File: config.mk
export PLATFORM = sky130hd
export DESIGN_NAME = spi_core
export DESIGN_NICKNAME = d
export VERILOG_FILES = /design/src/rtl/spi_core_pkg.sv /design/src/rtl/spi_dpath.sv /design/src/rtl/spi_ctrl.sv /design/src/rtl/spi_core.sv
export SDC_FILE = /design/constraint.sdc
export NUM_CORES = 1
export LEC_CHECK = 0
export ABC_AREA = 0
export BUFFER_PORTS_ARGS = -buffer_cell sky130_fd_sc_hd__buf_2
export CAP_MARGIN = 40
export CORE_ASPECT_RATIO = 0.5
export CORE_MARGIN = 2
export CORE_UTILIZATION = 30
export CTS_CLUSTER_DIAMETER = 100
export DETAILED_ROUTE_END_ITERATION = 10
export PLACE_DENSITY = 0.6
export SETUP_SLACK_MARGIN = 0.1
export SLEW_MARGIN = 20
export SYNTH_ARGS = -nofsm -noshare
export SYNTH_HDL_FRONTEND = slang
export SYNTH_HIERARCHICAL = 1
export SYNTH_SLANG_ARGS = --single-unit
File: constraint.sdc
create_clock -name clk -period 2.4 [get_ports clk]
set_input_delay 0.36 -clock clk [delete_from_list [all_inputs] [get_ports clk]]
set_output_delay 0.36 -clock clk [all_outputs]
set_load 0.01 [all_outputs]
File: src/rtl/spi_core_pkg.sv
package spi_core_pkg;
  localparam logic [1:0] SEL_CTRL = 2'd0;
  localparam logic [1:0] SEL_STAT = 2'd1;
  localparam logic [1:0] SEL_DATA = 2'd2;

  // strobes from control to datapath
  typedef struct packed {
    logic loadTx;     // preload shift register, no clocking
    logic startXfer;  // preload and begin master exchange
    logic abort;      // stop master exchange (mode fault)
    logic captureRx;  // move finished byte into read buffer
    logic slaveEn;    // slave shifting allowed
  } dpStrobe_t;
endpackage

File: src/rtl/spi_dpath.sv
module spi_dpath
  import spi_core_pkg::*;
#(
  parameter int WIDTH    = 8,
  parameter int HALF_DIV = 2
) (
  input  logic             clk,
  input  logic             rstN,
  input  dpStrobe_t        strb,
  input  logic [WIDTH-1:0] txData,
  output logic [WIDTH-1:0] rxBuf,
  output logic             doneEvt,
  output logic             busy,
  output logic             sckOut,
  output logic             mosiOut,
  input  logic             misoIn,
  input  logic             sckIn,
  input  logic             mosiIn,
  output logic             misoOut,
  input  logic             ssN
);
  localparam int DIV_W = (HALF_DIV > 1) ? $clog2(HALF_DIV) : 1;
  localparam int BIT_W = (WIDTH > 1) ? $clog2(WIDTH) : 1;
  localparam logic [DIV_W-1:0] DIV_LAST = DIV_W'(HALF_DIV - 1);
  localparam logic [BIT_W-1:0] BIT_LAST = BIT_W'(WIDTH - 1);

  logic [WIDTH-1:0] shiftReg;
  logic [WIDTH-1:0] rxByte;
  logic [DIV_W-1:0] divCnt;
  logic [BIT_W-1:0] bitCnt;
  logic             sckReg;
  logic             sckPrev;
  logic             sampleBit;

  logic slvActive, slvRise, slvFall;
  logic mstTick, mstLead, mstTrail;
  logic leadEdge, trailEdge, lastBit;

  assign slvActive = strb.slaveEn & ~ssN;
  assign slvRise   = slvActive & sckIn & ~sckPrev;
  assign slvFall   = slvActive & ~sckIn & sckPrev;
  assign mstTick   = busy & (divCnt == DIV_LAST);
  assign mstLead   = mstTick & ~sckReg;
  assign mstTrail  = mstTick & sckReg;
  assign leadEdge  = mstLead | slvRise;
  assign trailEdge = mstTrail | slvFall;
  assign lastBit   = (bitCnt == BIT_LAST);
  assign doneEvt   = trailEdge & lastBit;
  assign rxByte    = {shiftReg[WIDTH-2:0], sampleBit};

  assign sckOut  = sckReg;
  assign mosiOut = shiftReg[WIDTH-1];
  assign misoOut = shiftReg[WIDTH-1];

  always_ff @(posedge clk or negedge rstN) begin
    if (!rstN) begin
      shiftReg  <= '0;
      divCnt    <= '0;
      bitCnt    <= '0;
      sckReg    <= 1'b0;
      sckPrev   <= 1'b0;
      sampleBit <= 1'b0;
      busy      <= 1'b0;
    end else begin
      sckPrev <= sckIn;
      if (strb.abort) begin
        busy   <= 1'b0;
        sckReg <= 1'b0;
        divCnt <= '0;
        bitCnt <= '0;
      end else if (strb.startXfer) begin
        shiftReg <= txData;
        busy     <= 1'b1;
        sckReg   <= 1'b0;
        divCnt   <= '0;
        bitCnt   <= '0;
      end else if (strb.loadTx) begin
        shiftReg <= txData;
        bitCnt   <= '0;
      end else begin
        if (busy) begin
          divCnt <= mstTick ? '0 : divCnt + DIV_W'(1);
          if (mstTick) sckReg <= ~sckReg;
        end
        if (leadEdge) sampleBit <= busy ? misoIn : mosiIn;
        if (trailEdge) begin
          shiftReg <= rxByte;
          bitCnt   <= lastBit ? '0 : bitCnt + BIT_W'(1);
          if (lastBit) busy <= 1'b0;
        end else if (strb.slaveEn && ssN) begin
          bitCnt <= '0;
        end
      end
    end
  end

  always_ff @(posedge clk or negedge rstN) begin
    if (!rstN) rxBuf <= '0;
    else if (strb.captureRx) rxBuf <= rxByte;
  end

  // serial clock rests low whenever the master is not running
  assert_sck_idle_R2: assert property (@(posedge clk) disable iff (!rstN)
    !busy |-> !sckOut);

  // a deselected slave never finishes a byte
  assert_slave_gated_R4: assert property (@(posedge clk) disable iff (!rstN)
    (strb.slaveEn && ssN && !busy) |-> !doneEvt);
endmodule

File: src/rtl/spi_ctrl.sv
module spi_ctrl
  import spi_core_pkg::*;
#(
  parameter int WIDTH = 8
) (
  input  logic             clk,
  input  logic             rstN,
  input  logic [1:0]       regSel,
  input  logic             regWr,
  input  logic             regRd,
  input  logic [WIDTH-1:0] regWdata,
  output logic [WIDTH-1:0] regRdata,
  input  logic             doneEvt,
  input  logic             busy,
  input  logic             ssN,
  input  logic [WIDTH-1:0] rxBuf,
  output dpStrobe_t        strb,
  output logic             cfgEnable,
  output logic             cfgMaster
);
  logic xferDone, overrun, modeFault;
  logic doneArmed, faultArmed;
  logic ctrlWr, statusRd, dataWr, dataAcc;
  logic clearNow, keepOld, faultNow;
  logic [WIDTH-1:0] statusByte, ctrlByte;

  assign ctrlWr   = regWr & (regSel == SEL_CTRL);
  assign statusRd = regRd & (regSel == SEL_STAT);
  assign dataWr   = regWr & (regSel == SEL_DATA);
  assign dataAcc  = (regWr | regRd) & (regSel == SEL_DATA);
  assign clearNow = dataAcc & doneArmed;
  assign keepOld  = xferDone & ~clearNow;
  assign faultNow = cfgEnable & cfgMaster & ~ssN;

  assign statusByte = WIDTH'({xferDone, overrun, 1'b0, modeFault, 4'b0000});
  assign ctrlByte   = WIDTH'({cfgMaster, cfgEnable});

  always_comb begin
    case (regSel)
      SEL_CTRL: regRdata = ctrlByte;
      SEL_STAT: regRdata = statusByte;
      SEL_DATA: regRdata = rxBuf;
      default:  regRdata = '0;
    endcase
  end

  always_comb begin
    strb.startXfer = dataWr & cfgEnable & cfgMaster & ~busy & ~faultNow;
    strb.loadTx    = dataWr & ~(cfgEnable & cfgMaster);
    strb.abort     = faultNow;
    strb.captureRx = doneEvt & ~keepOld;
    strb.slaveEn   = cfgEnable & ~cfgMaster;
  end

  always_ff @(posedge clk or negedge rstN) begin
    if (!rstN) begin
      cfgEnable  <= 1'b0;
      cfgMaster  <= 1'b0;
      xferDone   <= 1'b0;
      overrun    <= 1'b0;
      modeFault  <= 1'b0;
      doneArmed  <= 1'b0;
      faultArmed <= 1'b0;
    end else begin
      if (faultNow) begin
        cfgEnable <= 1'b0;
        cfgMaster <= 1'b0;
      end else if (ctrlWr) begin
        cfgEnable <= regWdata[0];
        cfgMaster <= regWdata[1];
      end

      if (faultNow) modeFault <= 1'b1;
      else if (ctrlWr && faultArmed) modeFault <= 1'b0;

      if (ctrlWr) faultArmed <= 1'b0;
      else if (statusRd && modeFault) faultArmed <= 1'b1;

      if (doneEvt && !keepOld) xferDone <= 1'b1;
      else if (clearNow) xferDone <= 1'b0;

      if (doneEvt && keepOld) overrun <= 1'b1;
      else if (clearNow) overrun <= 1'b0;

      if (dataAcc) doneArmed <= 1'b0;
      else if (statusRd && xferDone) doneArmed <= 1'b1;
    end
  end

  assert_done_clear_R6: assert property (@(posedge clk) disable iff (!rstN)
    $fell(xferDone) |-> $past(dataAcc && doneArmed));

  assert_overrun_origin_R7: assert property (@(posedge clk) disable iff (!rstN)
    $rose(overrun) |-> $past(xferDone));

  assert_fault_drop_R8: assert property (@(posedge clk) disable iff (!rstN)
    $rose(modeFault) |-> (!cfgEnable && !cfgMaster));

  assert_fault_clear_R9: assert property (@(posedge clk) disable iff (!rstN)
    $fell(modeFault) |-> $past(ctrlWr && faultArmed));
endmodule

File: src/rtl/spi_core.sv
module spi_core
  import spi_core_pkg::*;
#(
  parameter int WIDTH    = 8,
  parameter int HALF_DIV = 2
) (
  input  logic             clk,
  input  logic             rstN,
  input  logic [1:0]       regSel,
  input  logic             regWr,
  input  logic             regRd,
  input  logic [WIDTH-1:0] regWdata,
  output logic [WIDTH-1:0] regRdata,
  output logic             sckOut,
  output logic             sckOe,
  output logic             mosiOut,
  output logic             mosiOe,
  input  logic             misoIn,
  input  logic             sckIn,
  input  logic             mosiIn,
  output logic             misoOut,
  output logic             misoOe,
  input  logic             ssN
);
  dpStrobe_t        strb;
  logic [WIDTH-1:0] rxBuf;
  logic             doneEvt, busy, cfgEnable, cfgMaster;

  spi_ctrl #(.WIDTH(WIDTH)) uCtrl (
    .clk(clk), .rstN(rstN), .regSel(regSel), .regWr(regWr), .regRd(regRd),
    .regWdata(regWdata), .regRdata(regRdata), .doneEvt(doneEvt), .busy(busy),
    .ssN(ssN), .rxBuf(rxBuf), .strb(strb), .cfgEnable(cfgEnable),
    .cfgMaster(cfgMaster)
  );

  spi_dpath #(.WIDTH(WIDTH), .HALF_DIV(HALF_DIV)) uDpath (
    .clk(clk), .rstN(rstN), .strb(strb), .txData(regWdata), .rxBuf(rxBuf),
    .doneEvt(doneEvt), .busy(busy), .sckOut(sckOut), .mosiOut(mosiOut),
    .misoIn(misoIn), .sckIn(sckIn), .mosiIn(mosiIn), .misoOut(misoOut),
    .ssN(ssN)
  );

  assign sckOe  = cfgEnable & cfgMaster;
  assign mosiOe = cfgEnable & cfgMaster;
  assign misoOe = strb.slaveEn & ~ssN;

  assert_pin_exclusive_R10: assert property (@(posedge clk) disable iff (!rstN)
    misoOe |-> !sckOe);
endmodule

---- After elaboration in Yosys (flattened, before gate mapping) ----
Cells that the tools add are included.
cells by class
  equal/unequal tests ..................... 4
  add/sub/neg operators ................... 2
  muxes and demuxes ....................... 39
  reduce and logical (&&, ||, !) cells .... 25
  bitwise logic cells ..................... 39
operators by type and width
  cell                   number
  $mux W1                29
  $and A1 B1 Y1          24
  $mux W8                3
  $pmux W8 S3            1
  $mux W3                6
  $reduce_bool A3 Y1     5
  $not A1 Y1             12
  $reduce_bool A2 Y1     6
  $logic_and A1 B1 Y1    6
  $reduce_and A3 Y1      2
  $reduce_bool A5 Y1     1
  $reduce_and A2 Y1      2
  $reduce_and A4 Y1      1
  $add A3 B1 Y3 const B  1
  $eq A3 B3 Y1 const B   1
  $ne A3 B2 Y1 const B   1
  $or A1 B1 Y1           3
  $eq A2 B1 Y1 const B   1
  $eq A2 B2 Y1 const B   1
  $logic_not A2 Y1       1
  $add A1 B1 Y1 const B  1
  $logic_not A1 Y1       1
storage, ports and cells
  input port bits ......................... 18
  register bits ........................... 31
  word-level logic and storage cells ...... 124

---- Longest topological paths before layout ----
Gate-level depths: netlist of the first run.
  depth in word-level cells ............... 10
  gate-level depth with buffers ........... 7

---- Cells and area by module ----
Netlist of the first run, hierarchy kept.
by module, submodules not included
  module     area each (µm²)  instances  cells an instance
  spi_dpath  1118.6           1          78
  spi_ctrl   476.7            1          50
  spi_core   27.5             1          3

---- Worst setup path before layout of the first run ----
OpenSTA, ideal clock, no wires.
  path kind ............................... input -> register
  start ................................... input port regSel[1]
  end ..................................... register uDpath.shiftReg[0]
  setup time .............................. 0.125 ns
  data required time ...................... 2.275 ns
  slack ................................... 0.276 ns
  arrival ................................. 1.999 ns
  stages .................................. 7
  buffers on the path ..................... 1
  cell sequence ........................... buf_6 > nor2b_4 > nand2_2 > nor4b_2 > nor2_4 > a31oi_4 > mux2_2
RTL lines
  item                    line             RTL
  start: declaration      spi_core.sv:9    input logic [1:0] regSel,
  end signal: assignment  spi_dpath.sv:72  shiftReg <= txData;
  end signal: assignment  spi_dpath.sv:78  shiftReg <= txData;
  end signal: assignment  spi_dpath.sv:87  shiftReg <= rxByte;
  end: declaration        spi_dpath.sv:27  logic [WIDTH-1:0] shiftReg;

==> results of run 1 <==
## how the worst max path moves through the flow
stage / startpoint / endpoint / slack [ps] / cells after the start
5_1_grt: uCtrl/cfgEnable$_DFFE_PN0P_ / uDpath/rxBuf[6]$_DFFE_PN0P_ / 220 / 7
4_1_cts: uCtrl/cfgEnable$_DFFE_PN0P_ / uDpath/rxBuf[2]$_DFFE_PN0P_ / 380 / 7
3_5_place_dp: regSel[0] / uDpath/shiftReg[0]$_DFFE_PN0P_ / 280 / 7
3_3_place_gp: regSel[0] / uDpath/shiftReg[7]$_DFFE_PN0P_ / 350 / 7
2_1_floorplan: regSel[1] / uDpath/shiftReg[0]$_DFFE_PN0P_ / 280 / 7
6_report: uCtrl/cfgEnable$_DFFE_PN0P_ / uDpath/rxBuf[2]$_DFFE_PN0P_ / 370 / 7
## synth_stat cells
cell                        instances
sky130_fd_sc_hd__dfrtp_1           31
sky130_fd_sc_hd__mux2_2            26
sky130_fd_sc_hd__nor2_1            10
sky130_fd_sc_hd__and2_1             6
sky130_fd_sc_hd__mux2i_1            4
sky130_fd_sc_hd__nand2_1            4
sky130_fd_sc_hd__a21oi_1            3
sky130_fd_sc_hd__a22o_1             3
sky130_fd_sc_hd__a32o_1             3
sky130_fd_sc_hd__buf_4              3
sky130_fd_sc_hd__nand2b_1           3
sky130_fd_sc_hd__nor3_1             3
sky130_fd_sc_hd__o21ai_0            3
sky130_fd_sc_hd__ha_1               2
sky130_fd_sc_hd__nor2b_1            2
sky130_fd_sc_hd__nor2b_4            2
sky130_fd_sc_hd__a21o_1             1
sky130_fd_sc_hd__a22o_2             1
sky130_fd_sc_hd__a311oi_1           1
sky130_fd_sc_hd__a31o_2             1
sky130_fd_sc_hd__a31oi_1            1
sky130_fd_sc_hd__a31oi_4            1
sky130_fd_sc_hd__and2b_2            1
sky130_fd_sc_hd__and3b_1            1
sky130_fd_sc_hd__and4_2             1
sky130_fd_sc_hd__buf_6              1
sky130_fd_sc_hd__clkbuf_1           1
sky130_fd_sc_hd__inv_1              1
sky130_fd_sc_hd__nand2_2            1
sky130_fd_sc_hd__nand3_1            1
sky130_fd_sc_hd__nand3b_1           1
sky130_fd_sc_hd__nand4bb_1          1
sky130_fd_sc_hd__nor2_4             1
sky130_fd_sc_hd__nor3b_4            1
sky130_fd_sc_hd__nor4b_2            1
sky130_fd_sc_hd__nor4bb_1           1
sky130_fd_sc_hd__o21ai_1            1
sky130_fd_sc_hd__xnor2_1            1
sky130_fd_sc_hd__xor2_1             1
## final cells by class
type	count	area, um2	share of cell area
Clock inverter	1	5.00	0.00254
Sequential cell	31	776	0.394
Tap cell	70	87.6	0.0445
Multi-Input combinational cell	94	806	0.409
Clock buffer	6	82.6	0.0420
Inverter	1	3.75	0.00191
Timing Repair Buffer	38	208	0.106
## sequential cells by signal, summed over array words and instances, names as in the netlist
register / flops
uCtrl/faultArmed: 1
uCtrl/overrun: 1
uCtrl/modeFault: 1
uDpath/sampleBit: 1
uCtrl/xferDone: 1
uDpath/divCnt: 1
uDpath/sckPrev: 1
uCtrl/doneArmed: 1
uCtrl/cfgMaster: 1
uDpath/busy: 1
uCtrl/cfgEnable: 1
uDpath/sckOut: 1
uDpath/shiftReg: 8
uDpath/rxBuf: 8
uDpath/bitCnt: 3
## per-layer routing
layer / global-route usage / vias up / wire [um]
met5: 0 / - / 0
met4: 0.0659 / 0 / 60
met3: 0.0316 / 5 / 124
met2: 0.161 / 20 / 1450
met1: 0.153 / 540 / 1580
li1: - / 551 / -
## logic make-up (layout without fill, tap and decap cells)
group / count (synthesis) / in the layout
xor+xnor: 2 / 2
buf+inv: 6 / 46
mux: 30 / 30
flops: 31 / 31
simple gates: 41 / 41
compound gates: 19 / 19
fa+ha+maj: 2 / 2
## power groups by stage
stage	Combinational, W	Sequential (W)	Clock (W)
after CTS	0.000459	0.000774	0.000416
after global routing	0.000504	0.000797	0.000437
after floorplan	0.000349	0.000748	0
final	0.000452	0.000770	0.000400
after global placement	0.000443	0.000782	0
after detailed placement	0.000455	0.000783	0
## layout by cell type (no fill, tap or decap), types with 2 or more instances in the layout
cell type	count
sky130_fd_sc_hd__a22o_1	3
sky130_fd_sc_hd__a21oi_1	3
sky130_fd_sc_hd__nor3_1	3
sky130_fd_sc_hd__o21ai_0	3
sky130_fd_sc_hd__ha_1	2
sky130_fd_sc_hd__nand2b_1	3
sky130_fd_sc_hd__buf_4	7
sky130_fd_sc_hd__nand2_1	4
sky130_fd_sc_hd__dfrtp_1	31
sky130_fd_sc_hd__nor2b_4	2
sky130_fd_sc_hd__and2_1	6
sky130_fd_sc_hd__nor2_1	10
sky130_fd_sc_hd__mux2_2	26
sky130_fd_sc_hd__mux2i_1	4
sky130_fd_sc_hd__buf_2	31
sky130_fd_sc_hd__clkbuf_8	6
sky130_fd_sc_hd__a32o_1	3
sky130_fd_sc_hd__nor2b_1	2
## critical path: cells and delay by family (launching register included)
kind | cells | cell delay (ps)
and+or+nand+nor | 5 | 970
DFF | 1 | 420
muxes | 1 | 350
buffers and inverters | 1 | 170
## metrics by stage
step | instance area [um2] | hold WS [ps] | power [W] | cells
3_3_place_gp | 1880 | 439 | 0.00123 | 234
6_report | 1970 | 125 | 0.00162 | 241
5_1_grt | 1970 | 179 | 0.00174 | 241
2_1_floorplan | 1620 | 64.4 | 0.00110 | 131
3_5_place_dp | 1880 | 446 | 0.00124 | 234
4_1_cts | 1970 | 139 | 0.00165 | 241
==> metrics.txt, run 1 <==
# TYPE chip_impl_metric gauge
chip_impl_info{name="run_status",value="complete, no violations"} 1
chip_impl_info{name="cts_tree",value="yes"} 1
chip_impl_metric{name="post_cts_resize_count",unit=""} 0
chip_impl_metric{name="place_hpwl",unit="um"} 2430
chip_impl_metric{name="post_synth_and_or_nand_nor_area_fraction",unit=""} 0.170
chip_impl_info{name="worst_r2r_endpoint",value="uDpath/rxBuf[2]$_DFFE_PN0P_"} 1
chip_impl_metric{name="finalHoldViolCount",unit=""} 0
chip_impl_info{name="min_path_type",value="in -> async"} 1
chip_impl_metric{name="switchingPower",unit="W"} 0.000485
chip_impl_metric{name="syn2layout_area_growth",unit="%"} 21.3
chip_impl_metric{name="final_setup_violation_count",unit=""} 0
chip_impl_metric{name="floorplan.die.width",unit="um"} 108
chip_impl_metric{name="synth_seq_cells",unit=""} 31
chip_impl_metric{name="power_switching_share",unit=""} 0.299
chip_impl_metric{name="floorplan.die.height",unit="um"} 56.0
chip_impl_metric{name="antennaDiodeCount",unit=""} 0
chip_impl_info{name="rsz0062_at_grt",value="false"} 1
chip_impl_metric{name="cts_buffer_count",unit=""} 5
chip_impl_metric{name="portBuffers",unit=""} 31
chip_impl_info{name="startpoint_type_of_the_worst_setup_path",value="register"} 1
chip_impl_metric{name="maxSlewViolCount",unit=""} 0
chip_impl_metric{name="skew",unit="ps"} 4.61
chip_impl_metric{name="final_core_utilization",unit=""} 0.388
chip_impl_metric{name="gp_routability_congestion",unit=""} 0.718
chip_impl_metric{name="fin_setup_tns",unit="ps"} 0
chip_impl_metric{name="max-slew-margin-rel",unit=""} 0.534
chip_impl_metric{name="achievable-frequency",unit="GHz"} 0.493
chip_impl_metric{name="grt_start_max_net_pins",unit=""} 32
chip_impl_metric{name="cpPeakStageDelay",unit="ps"} 420
chip_impl_info{name="cpMaxStageDelayCell",value="sky130_fd_sc_hd__dfrtp_1"} 1
chip_impl_metric{name="detailroute.via_count",unit=""} 1116
chip_impl_info{name="critical_path.reg2reg.startpoint",value="uCtrl/cfgEnable$_DFFE_PN0P_"} 1
chip_impl_metric{name="wl",unit="um"} 3210
chip_impl_metric{name="static-leakage-power",unit="nW"} 0.958
chip_impl_metric{name="detail_route.drc_violations",unit=""} 0
chip_impl_metric{name="placement.setup.worst_slack",unit="ps"} 281
chip_impl_metric{name="detailedRoute.firstIterationViolations",unit=""} 34
chip_impl_metric{name="avgRoutedWirePerCell",unit="um"} 13.3
chip_impl_metric{name="clock_tree.htree_level_count",unit=""} 2
chip_impl_metric{name="cts.path.max_buffers",unit=""} 2
chip_impl_metric{name="muxShareOfSynthArea",unit=""} 0.205
chip_impl_metric{name="power_density_over_the_cells",unit="mW/mm2"} 824
chip_impl_metric{name="finalCriticalPeriod",unit="ps"} 2030
chip_impl_metric{name="antenna_violations_before_repair",unit=""} 0
chip_impl_info{name="worst_setup_path_end_kind",value="register"} 1
chip_impl_metric{name="reg2regPathDepth",unit=""} 7
chip_impl_metric{name="power.combinational.fraction",unit=""} 0.279
chip_impl_metric{name="row_count",unit=""} 18
chip_impl_metric{name="yosys.area_share.xor_xnor",unit=""} 0.0108
chip_impl_metric{name="first_global_vias",unit=""} 1057
chip_impl_metric{name="p_int",unit="W"} 0.00114
chip_impl_metric{name="floorplan.io_pins",unit=""} 32
chip_impl_metric{name="route.antenna.remaining_nets",unit=""} 0
chip_impl_metric{name="seq_power_share",unit=""} 0.475
chip_impl_metric{name="nets",unit=""} 191
chip_impl_info{name="synth_area_leader_cell",value="sky130_fd_sc_hd__dfrtp_1"} 1
chip_impl_metric{name="ys_warn_count",unit=""} 6
chip_impl_metric{name="synth_cell_type_count",unit=""} 39
chip_impl_info{name="critPathKind",value="reg -> reg"} 1
chip_impl_info{name="clock_tree.root_cell",value="sky130_fd_sc_hd__clkbuf_8"} 1
chip_impl_metric{name="synth_seq_area_share",unit=""} 0.478
chip_impl_metric{name="r2r_slack",unit="ps"} 370
chip_impl_metric{name="first_pass_grt_wire_length",unit="um"} 5170
chip_impl_metric{name="cts.clk_slew.worst_paths",unit="ps"} 60
chip_impl_metric{name="synthesis.area_per_instance",unit="um2"} 12.4
chip_impl_metric{name="grtUsageTotal",unit=""} 0.113
chip_impl_metric{name="viasPerCell",unit=""} 4.63
chip_impl_info{name="path_cells",value="nor2b_1 > nand4bb_1 > nand2_1 > and2_1 > and2_1 > buf_4 > mux2_2"} 1
chip_impl_metric{name="n_fill_cell",unit=""} 492
chip_impl_info{name="crit_top_cell",value="sky130_fd_sc_hd__and2_1"} 1
chip_impl_metric{name="worst_pin_slew",unit="ps"} 699
chip_impl_metric{name="clk_sink_count",unit=""} 31
chip_impl_info{name="post_synth_main_area_contributors",value="sky130_fd_sc_hd__dfrtp_1 (48%), sky130_fd_sc_hd__mux2_2 (18%), sky130_fd_sc_hd__mux2i_1 (2.5%)"} 1
chip_impl_metric{name="vdd.ir_drop.worst",unit="mV"} 0.256
chip_impl_metric{name="globalRouteOverflowTotal",unit=""} 0
chip_impl_metric{name="setup_ws_final",unit="ps"} 373
chip_impl_metric{name="critical_path_peak_fanout",unit=""} 8
chip_impl_metric{name="netlist_instances",unit=""} 131
chip_impl_metric{name="die_area",unit="mm2"} 0.00605
chip_impl_metric{name="final_layout_size_suffix_gt1_frac",unit=""} 0.480
chip_impl_metric{name="maxCapViolations",unit=""} 0
chip_impl_metric{name="hold_buffers",unit=""} 0
chip_impl_metric{name="worst_ep_required_time",unit="ps"} 2560
chip_impl_info{name="dominant_combinational_cell_family_by_area_after_synthesis",value="multiplexers"} 1
chip_impl_metric{name="core",unit="mm2"} 0.00507
chip_impl_metric{name="initial_utilization",unit=""} 0.320
chip_impl_metric{name="insertion_delay",unit="ps"} 280
chip_impl_metric{name="cts_setup_buffers",unit=""} 0
chip_impl_metric{name="synthesis.area",unit="mm2"} 0.00162
chip_impl_metric{name="synth_adder_area_share",unit=""} 0.0154
chip_impl_metric{name="syn_nets",unit=""} 151
chip_impl_metric{name="arrival_time_reported_for_the_critical_path_endpoint",unit="ps"} 2190
chip_impl_metric{name="drt-pass1-iter-count",unit=""} 4
chip_impl_metric{name="min_period_over_period",unit=""} 0.844
chip_impl_metric{name="p_clk_frac",unit=""} 0.246
chip_impl_metric{name="synth_largest_type_area_fraction",unit=""} 0.478
chip_impl_metric{name="synth_compound_gate_area_share",unit=""} 0.0948
No activity file was read; power rests on OpenSTA's default activity.
==> run 2: changes to the inputs <==
--- a/config.mk
+++ b/config.mk
@@ -13,7 +13,7 @@
 export CORE_UTILIZATION = 30
 export CTS_CLUSTER_DIAMETER = 100
 export DETAILED_ROUTE_END_ITERATION = 10
-export PLACE_DENSITY = 0.6
+export PLACE_DENSITY = 0.61
 export SETUP_SLACK_MARGIN = 0.1
 export SLEW_MARGIN = 20
 export SYNTH_ARGS = -nofsm -noshare
==> constraint.sdc (replaced) <==
create_clock -name clk -period 1.8 [get_ports clk]
set_input_delay 0.27 -clock clk [delete_from_list [all_inputs] [get_ports clk]]
set_output_delay 0.27 -clock clk [all_outputs]
set_load 0.01 [all_outputs]
==> metrics.txt, run 2 (synthesis gave the netlist of run 1 again) <==
# TYPE chip_impl_metric gauge
chip_impl_info{name="run_status",value="complete, no violations"} 1
chip_impl_metric{name="initial_utilization",unit=""} 0.320
chip_impl_metric{name="viasPerCell",unit=""} 4.60
chip_impl_metric{name="syn2layout_area_growth",unit="%"} 39.2
chip_impl_info{name="rsz0062_at_grt",value="true"} 1
chip_impl_metric{name="row_count",unit=""} 18
chip_impl_metric{name="worst_ep_required_time",unit="ps"} 1960
chip_impl_info{name="final_common_cell",value="sky130_fd_sc_hd__buf_2"} 1
chip_impl_metric{name="grtUsageTotal",unit=""} 0.120
chip_impl_info{name="critical_path.reg2reg.startpoint",value="uCtrl/cfgMaster$_DFFE_PN0P_"} 1
chip_impl_info{name="clock_tree.root_cell",value="sky130_fd_sc_hd__clkbuf_8"} 1
chip_impl_metric{name="floorplan.io_pins",unit=""} 32
chip_impl_metric{name="portBuffers",unit=""} 31
chip_impl_metric{name="place_hpwl",unit="um"} 2540
chip_impl_metric{name="dp.cells",unit=""} 244
chip_impl_metric{name="max-slew-margin-rel",unit=""} 0.538
chip_impl_metric{name="arrival_time_reported_for_the_critical_path_endpoint",unit="ps"} 1850
chip_impl_metric{name="final_setup_violation_count",unit=""} 0
chip_impl_info{name="min_path_type",value="in -> async"} 1
chip_impl_metric{name="static-leakage-power",unit="nW"} 1.11
chip_impl_metric{name="grt_start_max_net_pins",unit=""} 32
chip_impl_metric{name="insertion_delay",unit="ps"} 280
chip_impl_metric{name="final_layout_size_suffix_gt1_frac",unit=""} 0.571
chip_impl_info{name="top_registers",value="uDpath/rxBuf (8), uDpath/shiftReg (8), uDpath/bitCnt (3)"} 1
chip_impl_metric{name="final_cells",unit=""} 259
chip_impl_info{name="critPathKind",value="reg -> reg"} 1
chip_impl_info{name="startpoint_type_of_the_worst_setup_path",value="register"} 1
chip_impl_metric{name="first_global_vias",unit=""} 1182
chip_impl_metric{name="place_area",unit="mm2"} 0.00201
chip_impl_metric{name="core",unit="mm2"} 0.00507
chip_impl_metric{name="cts.clk_slew.worst_paths",unit="ps"} 70
chip_impl_metric{name="floorplan.die.width",unit="um"} 108
chip_impl_metric{name="detail_route.drc_violations",unit=""} 0
chip_impl_info{name="path_cells",value="nand2_2 > nor4b_4 > nor2_4 > buf_6 > mux2_2 > mux2_4"} 1
chip_impl_metric{name="first_pass_grt_wire_length",unit="um"} 5660
chip_impl_metric{name="skew",unit="ps"} 9.68
chip_impl_metric{name="wl",unit="um"} 3490
chip_impl_metric{name="route.antenna.remaining_nets",unit=""} 0
chip_impl_metric{name="maxSlewViolCount",unit=""} 0
chip_impl_metric{name="r2r_slack",unit="ps"} 110
chip_impl_info{name="cpMaxStageDelayCell",value="sky130_fd_sc_hd__dfrtp_2"} 1
chip_impl_metric{name="drt-pass1-iter-count",unit=""} 4
chip_impl_info{name="worst_r2r_endpoint",value="uDpath/shiftReg[5]$_DFFE_PN0P_"} 1
chip_impl_metric{name="detailroute.via_count",unit=""} 1191
chip_impl_info{name="mostFrequentLayoutCells",value="sky130_fd_sc_hd__buf_2 (31), sky130_fd_sc_hd__dfrtp_1 (30), sky130_fd_sc_hd__buf_4 (21), sky130_fd_sc_hd__mux2_4 (17), sky130_fd_sc_hd__nor2_1 (10)"} 1
chip_impl_metric{name="setup_ws_final",unit="ps"} 113
chip_impl_metric{name="achievable-frequency",unit="GHz"} 0.593
chip_impl_metric{name="critical_path_peak_fanout",unit=""} 5
chip_impl_metric{name="die_area",unit="mm2"} 0.00605
chip_impl_metric{name="clock_tree.htree_level_count",unit=""} 2
chip_impl_info{name="cts_tree",value="yes"} 1
chip_impl_metric{name="antenna_violations_before_repair",unit=""} 0
chip_impl_metric{name="n_fill_cell",unit=""} 487
chip_impl_metric{name="floorplan.die.height",unit="um"} 56.0
chip_impl_metric{name="hold_buffers",unit=""} 0
chip_impl_info{name="timing.critical_path.max_delay_family",value="multiplexers"} 1
chip_impl_metric{name="nets",unit=""} 208
chip_impl_metric{name="vdd.ir_drop.worst",unit="mV"} 0.417
chip_impl_metric{name="timing.hold.ws",unit="ps"} 34.8
chip_impl_metric{name="detailedRoute.firstIterationViolations",unit=""} 21
chip_impl_metric{name="min_period_over_period",unit=""} 0.937
chip_impl_metric{name="reg2regPathDepth",unit=""} 6
chip_impl_info{name="worst_setup_path_end_kind",value="register"} 1
chip_impl_metric{name="finalCriticalPeriod",unit="ps"} 1690
chip_impl_metric{name="power_density_over_the_cells",unit="mW/mm2"} 1150
chip_impl_metric{name="finalHoldViolCount",unit=""} 0
chip_impl_metric{name="gp_routability_congestion",unit=""} 0.742
chip_impl_metric{name="cts.path.max_buffers",unit=""} 2
chip_impl_metric{name="clk_sink_count",unit=""} 31
chip_impl_metric{name="antennaDiodeCount",unit=""} 0
chip_impl_metric{name="placement.setup.worst_slack",unit="ps"} -61.5
chip_impl_metric{name="fin_setup_tns",unit="ps"} 0
chip_impl_metric{name="cpPeakStageDelay",unit="ps"} 430
chip_impl_metric{name="cts_buffer_count",unit=""} 5
chip_impl_metric{name="globalRouteOverflowTotal",unit=""} 0
chip_impl_metric{name="avgRoutedWirePerCell",unit="um"} 13.5
chip_impl_metric{name="timing.critical_path.buf_inv",unit=""} 1
chip_impl_metric{name="final_area",unit="mm2"} 0.00226
chip_impl_metric{name="worst_pin_slew",unit="ps"} 693
chip_impl_metric{name="maxCapViolations",unit=""} 0
==> run 2: cell types whose count changed in the layout (fill, tap and decap cells not counted), sizes merged <==
cell / previous run / this run
buf: 38 / 55
bufinv: 0 / 1
==> run 2: repair_timing <==
item | CTS | global route
setup endpoints to repair | 20 | 20
gates cloned | 0 | 1
setup buffers | 2 | 4
endpoints found under the hold margin | 0 | 0
pin swaps | 2 | 2
resized for setup | 10 | 6
==> run 2: metrics by stage <==
stage               total power (W)  utilization
global placement            0.00173        0.397
finish                      0.00260        0.446
floorplan                   0.00150            -
detailed placement          0.00176        0.397
CTS                         0.00258        0.433
global route                0.00276        0.446
==> run 2: routing by layer <==
layer	track usage	vias up	routed length, um
li1	-	585	-
met1	0.160	589	1720
met2	0.187	12	1640
met3	0.0363	5	85
met4	0.0385	0	42
met5	0	-	0
==> run 2: where the power goes <==
group          switching (W)  internal (W)
logic               0.000328      0.000526
registers           0.000178      0.000870
clock network       0.000256      0.000447
total               0.000762       0.00184
==> run 2: how the worst max path moves through the flow <==
stage | startpoint | cells after the start | slack [ps] | end
6_report | uCtrl/cfgMaster$_DFFE_PN0P_ | 6 | 110 | uDpath/shiftReg[5]$_DFFE_PN0P_
5_1_grt | uCtrl/cfgMaster$_DFFE_PN0P_ | 6 | 30 | uDpath/shiftReg[5]$_DFFE_PN0P_
4_1_cts | uCtrl/cfgMaster$_DFFE_PN0P_ | 6 | 80 | uDpath/shiftReg[6]$_DFFE_PN0P_
3_5_place_dp | uCtrl/cfgMaster$_DFFE_PN0P_ | 5 | -60 | uDpath/shiftReg[6]$_DFFE_PN0P_
3_3_place_gp | uCtrl/cfgMaster$_DFFE_PN0P_ | 5 | -60 | uDpath/shiftReg[6]$_DFFE_PN0P_
2_1_floorplan | regSel[1] | 7 | -110 | uDpath/shiftReg[0]$_DFFE_PN0P_
==> run 2: layout make-up <==
class	count	area (um2)	share of cell area
clock buffer	6	82.6	0.0366
clock inverter	2	35.0	0.0155
inverter	1	3.75	0.00166
multi-input combinational	94	917	0.406
sequential	31	777	0.344
tap	70	87.6	0.0388
timing repair buffer	55	355	0.157
==> run 3: changes to the inputs <==
--- a/config.mk
+++ b/config.mk
@@ -11,10 +11,11 @@
 export CORE_ASPECT_RATIO = 0.5
 export CORE_MARGIN = 2
 export CORE_UTILIZATION = 30
+export CTS_BUF_LIST = sky130_fd_sc_hd__clkbuf_8
 export CTS_CLUSTER_DIAMETER = 100
 export DETAILED_ROUTE_END_ITERATION = 10
-export PLACE_DENSITY = 0.61
-export SETUP_SLACK_MARGIN = 0.1
+export PLACE_DENSITY = 0.6
+export SETUP_SLACK_MARGIN = 0.02
 export SLEW_MARGIN = 20
 export SYNTH_ARGS = -nofsm -noshare
 export SYNTH_HDL_FRONTEND = slang
==> constraint.sdc (replaced) <==
create_clock -name clk -period 2 [get_ports clk]
set_input_delay 0.3 -clock clk [delete_from_list [all_inputs] [get_ports clk]]
set_output_delay 0.3 -clock clk [all_outputs]
set_load 0.01 [all_outputs]
==> metrics.txt, run 3 (synthesis gave the netlist of run 1 again) <==
# TYPE chip_impl_metric gauge
chip_impl_info{name="run_status",value="complete, no violations"} 1
chip_impl_info{name="min_path_type",value="in -> async"} 1
chip_impl_metric{name="syn2layout_area_growth",unit="%"} 27.2
chip_impl_metric{name="wl",unit="um"} 3420
chip_impl_metric{name="floorplan.io_pins",unit=""} 32
chip_impl_metric{name="grt_start_max_net_pins",unit=""} 32
chip_impl_metric{name="detailroute.via_count",unit=""} 1118
chip_impl_metric{name="reg2regPathDepth",unit=""} 5
chip_impl_metric{name="min_period_over_period",unit=""} 0.914
chip_impl_metric{name="vdd.ir_drop.worst",unit="mV"} 0.369
chip_impl_metric{name="route.antenna.remaining_nets",unit=""} 0
chip_impl_metric{name="cts_setup_buffers",unit=""} 0
chip_impl_metric{name="detail_route.drc_violations",unit=""} 0
chip_impl_metric{name="row_count",unit=""} 18
chip_impl_metric{name="place_hpwl",unit="um"} 2660
chip_impl_metric{name="antenna_violations_before_repair",unit=""} 0
chip_impl_info{name="top_registers",value="uDpath/rxBuf (8), uDpath/shiftReg (8), uDpath/bitCnt (3)"} 1
chip_impl_info{name="critical_path.startpoint",value="uCtrl/cfgMaster$_DFFE_PN0P_"} 1
chip_impl_metric{name="power_switching_share",unit=""} 0.296
chip_impl_metric{name="static-leakage-power",unit="nW"} 1.01
chip_impl_metric{name="groute.layer.met1.usage",unit=""} 0.170
chip_impl_info{name="critPathKind",value="reg -> reg"} 1
chip_impl_metric{name="grtUsageTotal",unit=""} 0.126
chip_impl_metric{name="final_layout_size_suffix_gt1_frac",unit=""} 0.500
chip_impl_metric{name="skew",unit="ps"} 5.27
chip_impl_info{name="startpoint_type_of_the_worst_setup_path",value="register"} 1
chip_impl_metric{name="viasPerCell",unit=""} 4.51
chip_impl_metric{name="arrival_time_reported_for_the_critical_path_endpoint",unit="ps"} 2000
chip_impl_metric{name="detailedRoute.firstIterationViolations",unit=""} 61
chip_impl_metric{name="switchingPower",unit="W"} 0.000640
chip_impl_info{name="clock_tree.root_cell",value="sky130_fd_sc_hd__clkbuf_8"} 1
chip_impl_metric{name="initial_utilization",unit=""} 0.320
chip_impl_metric{name="maxCapViolations",unit=""} 0
chip_impl_metric{name="maxSlewViolCount",unit=""} 0
chip_impl_metric{name="cts.clk_slew.worst_paths",unit="ps"} 70
chip_impl_metric{name="final_setup_violation_count",unit=""} 0
chip_impl_metric{name="core",unit="mm2"} 0.00507
chip_impl_metric{name="antennaDiodeCount",unit=""} 0
chip_impl_info{name="critical_path.reg2reg.startpoint",value="uCtrl/cfgMaster$_DFFE_PN0P_"} 1
chip_impl_metric{name="finalCriticalPeriod",unit="ps"} 1830
chip_impl_metric{name="clk_sink_count",unit=""} 31
chip_impl_metric{name="gp_routability_congestion",unit=""} 0.807
chip_impl_metric{name="nets",unit=""} 197
chip_impl_metric{name="cts_buffer_count",unit=""} 5
chip_impl_metric{name="worst_ep_required_time",unit="ps"} 2170
chip_impl_metric{name="final_cells",unit=""} 248
chip_impl_metric{name="drt-pass1-iter-count",unit=""} 4
chip_impl_metric{name="clock_tree.htree_level_count",unit=""} 2
chip_impl_info{name="cts_tree",value="yes"} 1
chip_impl_metric{name="first_pass_grt_wire_length",unit="um"} 5860
chip_impl_metric{name="portBuffers",unit=""} 31
chip_impl_metric{name="globalRouteOverflowTotal",unit=""} 0
chip_impl_metric{name="die_area",unit="mm2"} 0.00605
chip_impl_metric{name="worst_pin_slew",unit="ps"} 685
chip_impl_metric{name="avgRoutedWirePerCell",unit="um"} 13.8
chip_impl_metric{name="floorplan.die.height",unit="um"} 56.0
chip_impl_metric{name="seq_power_share",unit=""} 0.435
chip_impl_metric{name="first_global_vias",unit=""} 1162
chip_impl_metric{name="floorplan.die.width",unit="um"} 108
chip_impl_metric{name="achievable-frequency",unit="GHz"} 0.547
chip_impl_info{name="worst_setup_path_end_kind",value="register"} 1
chip_impl_metric{name="hold_buffers",unit=""} 0
chip_impl_metric{name="r2r_slack",unit="ps"} 170
chip_impl_metric{name="power_density_over_the_cells",unit="mW/mm2"} 1050
chip_impl_info{name="rsz0062_at_grt",value="false"} 1
chip_impl_metric{name="critical_path_peak_fanout",unit=""} 8
chip_impl_metric{name="finalHoldViolCount",unit=""} 0
chip_impl_metric{name="p_clk_frac",unit=""} 0.298
chip_impl_metric{name="cts.path.max_buffers",unit=""} 2
chip_impl_metric{name="power.combinational.fraction",unit=""} 0.267
chip_impl_metric{name="grt_use_met2",unit=""} 0.188
chip_impl_info{name="worst_r2r_endpoint",value="uDpath/shiftReg[7]$_DFFE_PN0P_"} 1
chip_impl_metric{name="max-slew-margin-rel",unit=""} 0.543
chip_impl_metric{name="final_core_utilization",unit=""} 0.407
chip_impl_metric{name="fin_setup_tns",unit="ps"} 0
chip_impl_metric{name="global_route_met3_usage",unit=""} 0.0468
chip_impl_metric{name="p_int",unit="W"} 0.00152
chip_impl_metric{name="dp.cells",unit=""} 240
chip_impl_info{name="critical_path.endpoint",value="uDpath/shiftReg[7]$_DFFE_PN0P_"} 1
chip_impl_info{name="mostFrequentLayoutCells",value="sky130_fd_sc_hd__buf_2 (31), sky130_fd_sc_hd__dfrtp_1 (31), sky130_fd_sc_hd__mux2_2 (26), sky130_fd_sc_hd__buf_4 (12), sky130_fd_sc_hd__nor2_1 (10)"} 1
chip_impl_metric{name="post_cts_resize_count",unit=""} 0
chip_impl_metric{name="insertion_delay",unit="ps"} 280
chip_impl_info{name="grt.busiest_layer",value="met2"} 1
run 3: cell types whose count changed in the layout (fill, tap and decap cells not counted), sizes merged:
cell  delta
buf     -11
run 3: how the worst min path moves through the flow:
stage                                     end  slack (ps)  cells after the start
4_1_cts          uDpath/bitCnt[1]$_DFFE_PN0P_          80                      1
5_1_grt        uDpath/shiftReg[7]$_DFFE_PN0P_         110                      1
2_1_floorplan     uCtrl/cfgEnable$_DFFE_PN0P_           4                      0
3_3_place_gp     uDpath/bitCnt[1]$_DFFE_PN0P_         380                      1
3_5_place_dp   uDpath/shiftReg[5]$_DFFE_PN0P_         390                      1
6_report         uDpath/bitCnt[1]$_DFFE_PN0P_          50                      1
run 3: area by class of cell:
class | count | area, um2
Sequential cell | 31 | 776
Clock inverter | 2 | 35.0
Inverter | 1 | 3.75
Clock buffer | 6 | 82.6
Fill cell | 487 | 3000
Multi-Input combinational cell | 94 | 815
Tap cell | 70 | 87.6
Timing Repair Buffer | 44 | 265
run 3: per-layer routing:
| layer | routed length (um) | share of wire |
|---|---|---|
| met1 | 1690 | 0.50 |
| met2 | 1590 | 0.47 |
| met3 | 114 | 0.033 |
| met4 | 16 | 0.0047 |
| met5 | 0 | 0 |
run 3: power by group through the flow:
stage / Sequential, W / Clock [W] / Combinational [W]
detailed placement: 0.000952 / 0 / 0.000582
global route: 0.000966 / 0.000699 / 0.000644
finish: 0.000939 / 0.000644 / 0.000577
CTS: 0.000942 / 0.000665 / 0.000583
floorplan: 0.000900 / 0 / 0.000423
global placement: 0.000943 / 0 / 0.000564
run 3: stage by stage:
| step | hold WS (ps) | power, W | setup slack [ps] | area, um2 |
|---|---|---|---|---|
| after floorplan | 4.41 | 0.00132 | 63.3 | 1630 |
| after global placement | 381 | 0.00151 | 117 | 1950 |
| after detailed placement | 394 | 0.00153 | 91.5 | 1950 |
| after CTS | 79.1 | 0.00219 | 149 | 2060 |
| after global routing | 115 | 0.00231 | 65.0 | 2060 |
| final | 50.2 | 0.00216 | 172 | 2060 |
run 3: critical path: stages (launching register included):
cell	delay [ps]
sky130_fd_sc_hd__dfrtp_1	440
sky130_fd_sc_hd__nand2_1	130
sky130_fd_sc_hd__nor4b_4	340
sky130_fd_sc_hd__nor2_4	80
sky130_fd_sc_hd__a31oi_4	340
sky130_fd_sc_hd__mux2_2	380
